===== config.mk =====
export PLATFORM = sky130hd
export DESIGN_NAME = stream_stride_prefetcher
export DESIGN_NICKNAME = d
export VERILOG_FILES = /design/src/rtl/pf_pkg.sv /design/src/rtl/pf_stream_detect.sv /design/src/rtl/pf_stride_table.sv /design/src/rtl/pf_issue_queue.sv /design/src/rtl/stream_stride_prefetcher.sv
export SDC_FILE = /design/constraint.sdc
export NUM_CORES = 2
export LEC_CHECK = 0
export BUFFER_PORTS_ARGS = -buffer_cell sky130_fd_sc_hd__buf_4
export CELL_PAD_IN_SITES_DETAIL_PLACEMENT = 1
export CELL_PAD_IN_SITES_GLOBAL_PLACEMENT = 2
export CORE_ASPECT_RATIO = 0.5
export CORE_UTILIZATION = 38
export DETAILED_ROUTE_END_ITERATION = 8
export PLACE_DENSITY = 0.81
export SYNTH_ARGS = -nofsm -noshare
export SYNTH_HDL_FRONTEND = slang
export SYNTH_SLANG_ARGS = --single-unit
export TNS_END_PERCENT = 50

===== constraint.sdc =====
create_clock -name clk -period 6.85 [get_ports clk]
set_input_delay 1.37 -clock clk [delete_from_list [all_inputs] [get_ports clk]]
set_output_delay 1.37 -clock clk [all_outputs]
set_load 0.05 [all_outputs]

===== src/rtl/pf_pkg.sv =====
package pf_pkg;
  // Number of candidate lines that can be proposed in one cycle:
  // two from the window detector, one from the stride table.
  localparam int PF_NCAND = 3;

  // Relation of an access to the tracked window.
  typedef enum logic [1:0] {
    WREL_NEW     = 2'd0,
    WREL_ASCEND  = 2'd1,
    WREL_SAME    = 2'd2,
    WREL_DESCEND = 2'd3
  } win_rel_e;
endpackage


===== src/rtl/pf_stream_detect.sv =====
module pf_stream_detect
  import pf_pkg::*;
#(
  parameter int LINE_W    = 26,
  parameter int PAGE_SHFT = 6,   // line bits below the window number
  parameter int THRESH    = 3
) (
  input  logic              clk,
  input  logic              rst_n,
  input  logic              acc_valid,
  input  logic [LINE_W-1:0] acc_line,
  output logic              trig,
  output logic [LINE_W-1:0] line_a,
  output logic [LINE_W-1:0] line_b
);
  localparam int PAGE_W = LINE_W - PAGE_SHFT;
  localparam int CNT_W  = $clog2(THRESH + 1);

  logic              trk_valid;
  logic [PAGE_W-1:0] trk_page;
  logic [LINE_W-1:0] trk_line;
  logic [CNT_W-1:0]  trk_cnt;

  logic [PAGE_W-1:0] acc_page;
  win_rel_e          rel;
  logic [CNT_W-1:0]  cnt_nxt;

  assign acc_page = acc_line[LINE_W-1:PAGE_SHFT];

  always_comb begin
    if (!trk_valid || acc_page != trk_page) rel = WREL_NEW;
    else if (acc_line > trk_line)           rel = WREL_ASCEND;
    else if (acc_line == trk_line)          rel = WREL_SAME;
    else                                    rel = WREL_DESCEND;
  end

  always_comb begin
    unique case (rel)
      WREL_ASCEND: cnt_nxt = (trk_cnt < CNT_W'(THRESH)) ? trk_cnt + CNT_W'(1) : trk_cnt;
      WREL_SAME:   cnt_nxt = trk_cnt;
      default:     cnt_nxt = CNT_W'(1);
    endcase
  end

  assign trig   = acc_valid && (rel == WREL_ASCEND) && (cnt_nxt >= CNT_W'(THRESH));
  assign line_a = acc_line + LINE_W'(1);
  assign line_b = acc_line + LINE_W'(2);

  always_ff @(posedge clk or negedge rst_n) begin
    if (!rst_n) begin
      trk_valid <= 1'b0;
      trk_page  <= '0;
      trk_line  <= '0;
      trk_cnt   <= '0;
    end else if (acc_valid) begin
      trk_valid <= 1'b1;
      trk_page  <= acc_page;
      trk_line  <= acc_line;
      trk_cnt   <= cnt_nxt;
    end
  end
endmodule


===== src/rtl/pf_stride_table.sv =====
module pf_stride_table #(
  parameter int ADDR_W    = 32,
  parameter int IP_W      = 16,
  parameter int ENTRIES   = 8,
  parameter int CONF_W    = 2,
  parameter int LINE_BITS = 6
) (
  input  logic                        clk,
  input  logic                        rst_n,
  input  logic                        acc_valid,
  input  logic [ADDR_W-1:0]           acc_addr,
  input  logic [IP_W-1:0]             acc_ip,
  output logic                        pred,
  output logic [ADDR_W-LINE_BITS-1:0] pred_line
);
  localparam int IDX_W  = $clog2(ENTRIES);
  localparam int TAG_W  = IP_W - IDX_W;
  localparam int LINE_W = ADDR_W - LINE_BITS;
  localparam logic [CONF_W-1:0] CONF_MAX = '1;

  logic              ent_v      [ENTRIES];
  logic [TAG_W-1:0]  ent_tag    [ENTRIES];
  logic [ADDR_W-1:0] ent_last   [ENTRIES];
  logic [ADDR_W-1:0] ent_stride [ENTRIES];
  logic [CONF_W-1:0] ent_conf   [ENTRIES];

  logic [IDX_W-1:0]  idx;
  logic [TAG_W-1:0]  tag;
  logic              hit;
  logic              match;
  logic [ADDR_W-1:0] delta;
  logic [CONF_W-1:0] conf_nxt;

  assign idx   = acc_ip[IDX_W-1:0];
  assign tag   = acc_ip[IP_W-1:IDX_W];
  assign hit   = ent_v[idx] && (ent_tag[idx] == tag);
  assign delta = acc_addr - ent_last[idx];
  assign match = (delta == ent_stride[idx]);

  always_comb begin
    if (hit && match)
      conf_nxt = (ent_conf[idx] == CONF_MAX) ? CONF_MAX : ent_conf[idx] + CONF_W'(1);
    else
      conf_nxt = '0;
  end

  assign pred      = acc_valid && hit && match && (conf_nxt == CONF_MAX) && (delta != '0);
  assign pred_line = LINE_W'((acc_addr + delta) >> LINE_BITS);

  always_ff @(posedge clk or negedge rst_n) begin
    if (!rst_n) begin
      for (int e = 0; e < ENTRIES; e++) begin
        ent_v[e]      <= 1'b0;
        ent_tag[e]    <= '0;
        ent_last[e]   <= '0;
        ent_stride[e] <= '0;
        ent_conf[e]   <= '0;
      end
    end else if (acc_valid) begin
      ent_v[idx]    <= 1'b1;
      ent_tag[idx]  <= tag;
      ent_last[idx] <= acc_addr;
      ent_conf[idx] <= conf_nxt;
      if (hit) ent_stride[idx] <= delta;
      else     ent_stride[idx] <= '0;
    end
  end
endmodule


===== src/rtl/pf_issue_queue.sv =====
module pf_issue_queue #(
  parameter int LINE_W = 26,
  parameter int NCAND  = 3,
  parameter int DEPTH  = 4,   // power of two
  parameter int HIST   = 4
) (
  input  logic              clk,
  input  logic              rst_n,
  input  logic [NCAND-1:0]  cand_v,
  input  logic [LINE_W-1:0] cand_line [NCAND],
  output logic              pf_valid,
  input  logic              pf_ready,
  output logic [LINE_W-1:0] pf_line,
  output logic [$clog2(DEPTH+1)-1:0] occ
);
  localparam int PTR_W = $clog2(DEPTH);
  localparam int CNT_W = $clog2(DEPTH + 1);
  localparam int SUM_W = $clog2(DEPTH + NCAND + 1);

  logic [LINE_W-1:0] mem [DEPTH];
  logic [PTR_W-1:0]  rptr, wptr, wptr_nxt;
  logic [CNT_W-1:0]  cnt;
  logic [SUM_W-1:0]  fill_nxt;

  logic [LINE_W-1:0] hist_line [HIST];
  logic              hist_v    [HIST];
  logic [LINE_W-1:0] hl_nxt    [HIST];
  logic              hv_nxt    [HIST];

  logic [NCAND-1:0]  keep, take;
  logic [PTR_W-1:0]  slot [NCAND];
  logic              pop;

  // Duplicate filter against recent history and earlier candidates.
  always_comb begin
    for (int i = 0; i < NCAND; i++) begin
      logic dup;
      dup = 1'b0;
      for (int h = 0; h < HIST; h++)
        if (hist_v[h] && hist_line[h] == cand_line[i]) dup = 1'b1;
      for (int j = 0; j < NCAND; j++)
        if (j < i && cand_v[j] && cand_line[j] == cand_line[i]) dup = 1'b1;
      keep[i] = cand_v[i] && !dup;
    end
  end

  // Slot assignment; candidates that find no room are discarded.
  always_comb begin
    logic [SUM_W-1:0] used;
    logic [PTR_W-1:0] wp;
    used = SUM_W'(cnt);
    wp   = wptr;
    for (int i = 0; i < NCAND; i++) begin
      take[i] = keep[i] && (used < SUM_W'(DEPTH));
      slot[i] = wp;
      if (take[i]) begin
        used = used + SUM_W'(1);
        wp   = wp + PTR_W'(1);
      end
    end
    fill_nxt = used;
    wptr_nxt = wp;
  end

  // History of accepted lines, newest at index 0.
  always_comb begin
    hl_nxt = hist_line;
    hv_nxt = hist_v;
    for (int i = 0; i < NCAND; i++) begin
      if (take[i]) begin
        for (int k = HIST - 1; k > 0; k--) begin
          hl_nxt[k] = hl_nxt[k-1];
          hv_nxt[k] = hv_nxt[k-1];
        end
        hl_nxt[0] = cand_line[i];
        hv_nxt[0] = 1'b1;
      end
    end
  end

  assign pf_valid = (cnt != '0);
  assign pf_line  = mem[rptr];
  assign pop      = pf_valid && pf_ready;
  assign occ      = cnt;

  always_ff @(posedge clk or negedge rst_n) begin
    if (!rst_n) begin
      rptr <= '0;
      wptr <= '0;
      cnt  <= '0;
      for (int h = 0; h < HIST; h++) begin
        hist_line[h] <= '0;
        hist_v[h]    <= 1'b0;
      end
      for (int d = 0; d < DEPTH; d++) mem[d] <= '0;
    end else begin
      for (int i = 0; i < NCAND; i++)
        if (take[i]) mem[slot[i]] <= cand_line[i];
      if (pop) rptr <= rptr + PTR_W'(1);
      wptr      <= wptr_nxt;
      cnt       <= CNT_W'(fill_nxt - SUM_W'(pop));
      hist_line <= hl_nxt;
      hist_v    <= hv_nxt;
    end
  end
endmodule


===== src/rtl/stream_stride_prefetcher.sv =====
module stream_stride_prefetcher
  import pf_pkg::*;
#(
  parameter int ADDR_W         = 32,
  parameter int IP_W           = 16,
  parameter int LINE_BITS      = 6,
  parameter int WIN_BITS       = 12,
  parameter int STREAM_THRESH  = 3,
  parameter int STRIDE_ENTRIES = 8,
  parameter int CONF_W         = 2,
  parameter int QUEUE_DEPTH    = 4,
  parameter int DUP_WINDOW     = 4
) (
  input  logic                        clk,
  input  logic                        rst_n,
  input  logic                        acc_valid,
  input  logic [ADDR_W-1:0]           acc_addr,
  input  logic [IP_W-1:0]             acc_ip,
  output logic                        pf_valid,
  input  logic                        pf_ready,
  output logic [ADDR_W-LINE_BITS-1:0] pf_line
);
  localparam int LINE_W = ADDR_W - LINE_BITS;
  localparam int OCC_W  = $clog2(QUEUE_DEPTH + 1);

  logic              s_trig, t_pred;
  logic [LINE_W-1:0] s_line_a, s_line_b, t_line;
  logic [PF_NCAND-1:0] cand_v;
  logic [LINE_W-1:0] cand_line [PF_NCAND];
  logic [OCC_W-1:0]  q_occ;

  pf_stream_detect #(
    .LINE_W(LINE_W), .PAGE_SHFT(WIN_BITS - LINE_BITS), .THRESH(STREAM_THRESH)
  ) u_stream (
    .clk(clk), .rst_n(rst_n), .acc_valid(acc_valid),
    .acc_line(acc_addr[ADDR_W-1:LINE_BITS]),
    .trig(s_trig), .line_a(s_line_a), .line_b(s_line_b)
  );

  pf_stride_table #(
    .ADDR_W(ADDR_W), .IP_W(IP_W), .ENTRIES(STRIDE_ENTRIES),
    .CONF_W(CONF_W), .LINE_BITS(LINE_BITS)
  ) u_stride (
    .clk(clk), .rst_n(rst_n), .acc_valid(acc_valid),
    .acc_addr(acc_addr), .acc_ip(acc_ip),
    .pred(t_pred), .pred_line(t_line)
  );

  // Candidate order sets duplicate priority: window pair first, then stride.
  assign cand_v       = {t_pred, s_trig, s_trig};
  assign cand_line[0] = s_line_a;
  assign cand_line[1] = s_line_b;
  assign cand_line[2] = t_line;

  pf_issue_queue #(
    .LINE_W(LINE_W), .NCAND(PF_NCAND), .DEPTH(QUEUE_DEPTH), .HIST(DUP_WINDOW)
  ) u_queue (
    .clk(clk), .rst_n(rst_n), .cand_v(cand_v), .cand_line(cand_line),
    .pf_valid(pf_valid), .pf_ready(pf_ready), .pf_line(pf_line), .occ(q_occ)
  );
endmodule


Word level (Yosys, flattened, before mapping)
Cells that the tools add are included.
{ "op_classes": {"n_bitwise": 8, "n_mux": 77, "eq_ne": 23, "reduce_logical": 42, "order_cmp": 15, "addsub": 14} }
{ "op_table": {"columns": ["op", "n"], "rows": [
  ["$mux W104", 6],
  ["$bwmux W256", 2],
  ["$bwmux W104", 4],
  ["$eq A26 B26 Y1", 16],
  ["$and A256 B256 Y256", 1],
  ["$mux W256", 1],
  ["$not A256 Y256", 1],
  ["$bmux W32 S3", 2],
  ["$mux W32", 5],
  ["$demux W26 S2", 3],
  ["$mux W26", 5],
  ["$demux W32 S3", 1],
  ["$bmux W26 S2", 1],
  ["$bmux W13 S3", 1],
  ["$demux W13 S3", 1],
  ["$mux W13", 3],
  ["$logic_and A1 B1 Y1", 34],
  ["$add A32 B32 Y32", 1],
  ["$eq A32 B32 Y1", 1],
  ["$reduce_bool A32 Y1", 1],
  ["$sub A32 B32 Y32", 1],
  ["$add A26 B1 Y26 const B", 1],
  ["$add A26 B2 Y26 const B", 1],
  ["$gt A26 B26 Y1", 1],
  ["other kinds (30)", 85]
]} }
{ "word_totals": {"in_bits": 52, "out_inout_bits": 27, "reg_bits": 908, "wordCells": 238} }

Logic depth before layout (Yosys ltp)
{ "logic_depth": {"depth_word": 21, "depth_mapped": 40, "depth_no_buf": 31} }

By module
From an unflattened synthesis, not the netlist that was laid out.
{ "unflattened": {"hier_cells": 5309, "hier_area_um2": 53864.2} }
{ "modules_own_cells": {"columns": ["mod", "seq_area_each_um2", "cells_per_inst", "area_each_um2", "n_inst"], "rows": [
  ["pf_stride_table", 16015.4, 2925, 32095.8, 1],
  ["pf_issue_queue", 5480.3, 2057, 19120.8, 1],
  ["pf_stream_detect", 725.7, 327, 2647.5, 1]
]} }

Worst setup path before layout
Ideal clock, no wire load.
{ "synth_path": {"kind": "input to register", "startpoint": "input port acc_ip[1]", "endpoint": "register u_queue.cnt[2], in the netlist u_queue.occ[2]", "t_required_ns": 6.729, "slack_ns": -3.055, "cell_stages": 38, "setup_time_ns": 0.121, "t_arrival_ns": 9.783, "path_buffers": 10, "path_cell_list": "buf_2 buf_2 clkbuf_1 clkbuf_1 buf_1 buf_1 mux2i_1 nor2_1 a21oi_1 o221a_2 ha_1 a21o_1 a221o_1 a211o_1 a221o_1 a31oi_1 xor2_1 inv_1 [... 2 more ...] nand2_1 nor2_1 nand4_1 or3_1 clkbuf_1 nand3_1 o2111ai_1 or4_1 nor4_1 a211oi_1 a31oi_1 a2111oi_4 buf_6 buf_2 xnor2_1 ha_1 ha_1 xor2_1"} }
{ "synth_between": {"elab_chain_len": 19, "elab_cells_between_ends": 55, "classes_between": "4 x add/sub; 10 x eq/ne; 24 x mux; 1 x bitwise; 16 x reduce/logical"} }
{ "synth_lines": {"columns": ["element", "line_no", "text"], "rows": [
  ["start: declaration", "stream_stride_prefetcher.sv:18", "input logic [IP_W-1:0] acc_ip,"],
  ["$not A3 Y4 (implied by the code) *", null, null],
  ["$bmux W32 S3", "pf_stride_table.sv:37", "assign delta = acc_addr - ent_last[idx];"],
  ["$mux W32 (implied by the code) (2 in a row)", "pf_stride_table.sv:37", null],
  ["$sub A32 B32 Y32", "pf_stride_table.sv:37", null],
  ["$add A32 B32 Y32", "pf_stride_table.sv:48", "assign pred_line = LINE_W'((acc_addr + delta) >> LINE_BITS);"],
  ["$eq A26 B26 Y1", "pf_issue_queue.sv:40", "if (hist_v[h] && hist_line[h] == cand_line[i]) dup = 1'b1;"],
  ["$logic_and A1 B1 Y1", "pf_issue_queue.sv:40", null],
  ["$mux W1 (4 in a row)", "pf_issue_queue.sv:40", null],
  ["$mux W1 (2 in a row)", "pf_issue_queue.sv:42", "if (j < i && cand_v[j] && cand_line[j] == cand_line[i]) dup = 1'b1;"],
  ["$logic_not A1 Y1", "pf_issue_queue.sv:43", "keep[i] = cand_v[i] && !dup;"],
  ["$logic_and A1 B1 Y1 *", "pf_issue_queue.sv:43", null],
  ["$logic_and A1 B1 Y1 *", "pf_issue_queue.sv:54", "take[i] = keep[i] && (used < SUM_W'(DEPTH));"],
  ["$mux W3 *", "pf_issue_queue.sv:56", "if (take[i]) begin"],
  ["$sub A3 B1 Y3 *", "pf_issue_queue.sv:101", "cnt <= CNT_W'(fill_nxt - SUM_W'(pop));"],
  ["end signal: assignment", "pf_issue_queue.sv:101", null],
  ["end: declaration", "pf_issue_queue.sv:22", "logic [CNT_W-1:0] cnt;"]
]} }
Every way passes the cells marked *; elsewhere a longest branch is shown, timed or not. The select of a mux whose other input is x is not followed.
A chain may end at the register's enable or synchronous reset.

Final worst setup path
{ "layout_path": {"startpoint": "input port acc_ip[1]", "endpoint": "register u_queue.mem[78] in the netlist's numbering"} }
{ "layout_between": {"elab_chain_len": 18, "elab_cells_between_ends": 55, "classes_between": "3 x add/sub; 10 x eq/ne; 25 x mux; 1 x bitwise; 16 x reduce/logical"} }
{ "layout_lines": {"columns": ["element", "line_no", "text"], "rows": [
  ["$not A3 Y4 (implied by the code) *", null, null],
  ["$bmux W32 S3", "pf_stride_table.sv:37", null],
  ["$mux W32 (implied by the code) (2 in a row)", "pf_stride_table.sv:37", null],
  ["$sub A32 B32 Y32", "pf_stride_table.sv:37", null],
  ["$add A32 B32 Y32", "pf_stride_table.sv:48", null],
  ["$eq A26 B26 Y1", "pf_issue_queue.sv:40", null],
  ["$logic_and A1 B1 Y1", "pf_issue_queue.sv:40", null],
  ["$mux W1 (4 in a row)", "pf_issue_queue.sv:40", null],
  ["$mux W1 (2 in a row)", "pf_issue_queue.sv:42", null],
  ["$logic_not A1 Y1", "pf_issue_queue.sv:43", null],
  ["$logic_and A1 B1 Y1", "pf_issue_queue.sv:43", null],
  ["$logic_and A1 B1 Y1", "pf_issue_queue.sv:54", null],
  ["$mux W104 *", "pf_issue_queue.sv:98", "if (take[i]) mem[slot[i]] <= cand_line[i];"],
  ["end signal: indexed assignment", "pf_issue_queue.sv:98", null],
  ["end: declaration", "pf_issue_queue.sv:20", "logic [LINE_W-1:0] mem [DEPTH];"]
]} }
Marks and branches as above.

==> results.cfg <==
[run_status]
outcome = finished, violations left
violations = setup timing

[clock_network]
cts_buffers = 87
ctsRootBufferMaster = clkbuf_16
cts_sinks = 888
cts_buffer_depth = 3
htree_levels = 3
path_clk_slew_ns = 0.07
cts_tree = done
clock_latency_ns = 0.76

[power_and_ir_drop]
pwr_density_cell_nw_per_um2 = 312
power.leakage_nw = 31.0
vdd_ir_drop_max_v = 0.000257

[grt]
grt-ovfl-total = 0
grt_max_degree = 179
grtUsageTotal_pct = 35.5
grt_pass1_vias = 55856
grt_pass1_wl_um = 386000
grt_antenna_before_repair = 7

[worst_setup_path]
cp.arrival_ns = 8.76
slowest_delay_ns = 0.45
crit_required_ns = 7.47
cp_max_fo = 12
slowest_stage = ha_2
cpMostUsedCell = buf_4
cp-end-kind = flip-flop
worstSetupPathType = input pin to flip-flop
start_kind = input pin
r2r_slack_ns = -0.55
reg2reg_depth = 35

[die]
core_region_area_um2 = 144000
io_pins = 79
rows = 98
die_area_um2 = 147000
die_y_um = 272
start_util_pct = 38.5
die_w_um = 542

[synth]
synth_ff_type = dfrtp_1
synth_area_um2 = 55300
ys_async_sr_fraction_pct = 100
synth-edff-count = 0
netlist_instances = 5925
synth_nets = 6088
yosysWarningCount = 0
ys_seq_area_share_pct = 40.2
ys_types = 95
synth.avg_cell_area_um2 = 9.33
ys_ff_latch = 888

[sta]
setup_violations = 217
period_share_pct = 119
hold_viol_final = 0
period_needed_ns = 8.15
skew_ns = 0.0661
max_freq_ghz = 0.123
slew_violations = 0
tns_ns = -239.19
slew_headroom_pct = 23.6
grt_setup_unrepaired = yes
worst_pin_slew_ns = 1.14
layout_setup_ws_ns = -1.30

[layout]
final_cell_mix = 1159 x buf_4, 887 x dfrtp_1, 660 x nand2_1
final_nets = 6954
final_common_cell = buf_4
final_cell_count_no_fill = 8816
syn_to_final_growth_pct = 30.0
drive_gt1_share_pct = 31.9
postLayoutCoreUtil_pct = 50.0

[placement]
io_buffers = 78
dp_cells = 8567
hpwl_um = 195000
gp_congestion = 1.04

[drt]
wire_per_inst_um = 31.0
antenna_left = 0
drt_iter0_markers = 4837
drc = 0
drtPass1Iterations = 6
routed_wl_um = 274000
viasPerCell = 6.12
vias = 53990

[run]
maxCapViolCount = 0

[min_path]
hp-class = flip-flop to flip-flop
holdPathStages = 1
==> cells in the mapped netlist, types with 70 or more instances <==
library cell  instances  area share (%)
clkbuf_1            387             2.6
o21ai_0             605             5.5
nand3_1              77            0.70
nand4_1              87            0.98
o221ai_1             73             1.2
mux2i_1             212             3.8
xnor2_1             282             4.5
inv_1               140            0.95
a211oi_1             95             1.3
a21oi_1             372             3.4
mux2_2              320             6.5
nand2_1             677             4.6
a22oi_1              71            0.96
ha_1                110             2.5
nor2_1              363             2.5
dfrtp_1             888              40
nor3_1               70            0.63
xor2_1              117             1.9
==> per-stage QoR <==
stage,instance area (um2),total power [W],setup WS (ns),hold WS (ns)
floorplan,55800,0.0106,-1.78,0.426
global placement,65800,0.0158,-2.36,0.444
detailed placement,65800,0.0161,-2.43,0.454
CTS,69700,0.0218,-1.09,0.473
global route,71900,0.0232,-1.45,0.494
finish,71900,0.0224,-1.30,0.469
==> flip-flops by register name, summed over array words and instances, names as in the netlist, 4 cells and up <==
register	flops
u_stride.ent_v	8
u_queue.hist_v	4
u_stride.ent_stride	256
u_stride.ent_tag	104
u_stream.trk_line	26
u_queue.hist_line	104
u_stride.ent_conf	16
u_queue.mem	104
u_stride.ent_last	256
==> routing by layer <==
metal	share of wire (%)	global-route usage [%]	vias up
li1	-	-	23097
met3	7.0	5.57	623
met1	42	47.8	28065
met5	0.022	0	-
met2	45	56.8	2197
met4	5.7	15.0	8
==> power breakdown <==
group | leakage (nW) | switching (W) | internal (W)
clock network | 1.51 | 0.00241 | 0.00295
logic | 17.8 | 0.00621 | 0.00488
registers | 11.7 | 0.000286 | 0.00571
total | 31.0 | 0.00890 | 0.0135
==> logic make-up (layout without fill, tap and decap cells) <==
| family | count (synthesis) | in the layout | share of synthesized area [%] |
|---|---|---|---|
| compound gates | 1653 | 1653 | 18.8 |
| simple gates | 1586 | 1586 | 13.4 |
| flops | 888 | 888 | 40.2 |
| buf+inv | 660 | 1596 | 4.64 |
| mux | 589 | 589 | 12.7 |
| xor+xnor | 438 | 438 | 7.84 |
| fa+ha+maj | 111 | 111 | 2.52 |
| other cells | 0 | 5 | 0 |
==> critical path: cells and delay by family <==
| kind | cells | cell delay (ns) |
|---|---|---|
| AO/OA/AOI/OAI | 7 | 1.49 |
| XOR/XNOR | 2 | 0.47 |
| adder cells (fa/ha/maj) | 2 | 0.74 |
| buffers and inverters | 15 | 2.53 |
| multiplexers | 1 | 0.36 |
| AND/OR/NAND/NOR | 9 | 1.73 |
==> worst paths after layout <==
path | from | to
setup reg to reg | u_stride.ent_last[10] | u_queue.mem[78]
max in group asynchronous | rst_n | u_stride.ent_tag[69]
hold reg to reg | u_stride.ent_v[4] | u_stride.ent_v[4]
setup / recovery | acc_ip[1] | u_queue.mem[78]
min in group asynchronous | rst_n | u_queue.mem[103]
hold / removal | u_stride.ent_v[4] | u_stride.ent_v[4]
==> cell type report <==
cell class                 count  area, um2
fill                       16117      71800
multi-input combinational   4377      32400
sequential                   888      22200
timing repair buffer        1292      11100
clock buffer                 119       2470
tap                         1950       2440
clock inverter                40        647
inverter                     145        548
antenna                        5       12.5
==> timing repair <==
item / 4_1_cts / 5_1_grt
setup endpoints to repair: 217 / 217
hold buffers: 0 / 0
cloned: 3 / 30
pin swaps: 15 / 107
hold endpoints to repair: 0 / 0
setup buffers: 14 / 38
resized for setup: 124 / 285
Power figures use the tool's default switching activity.
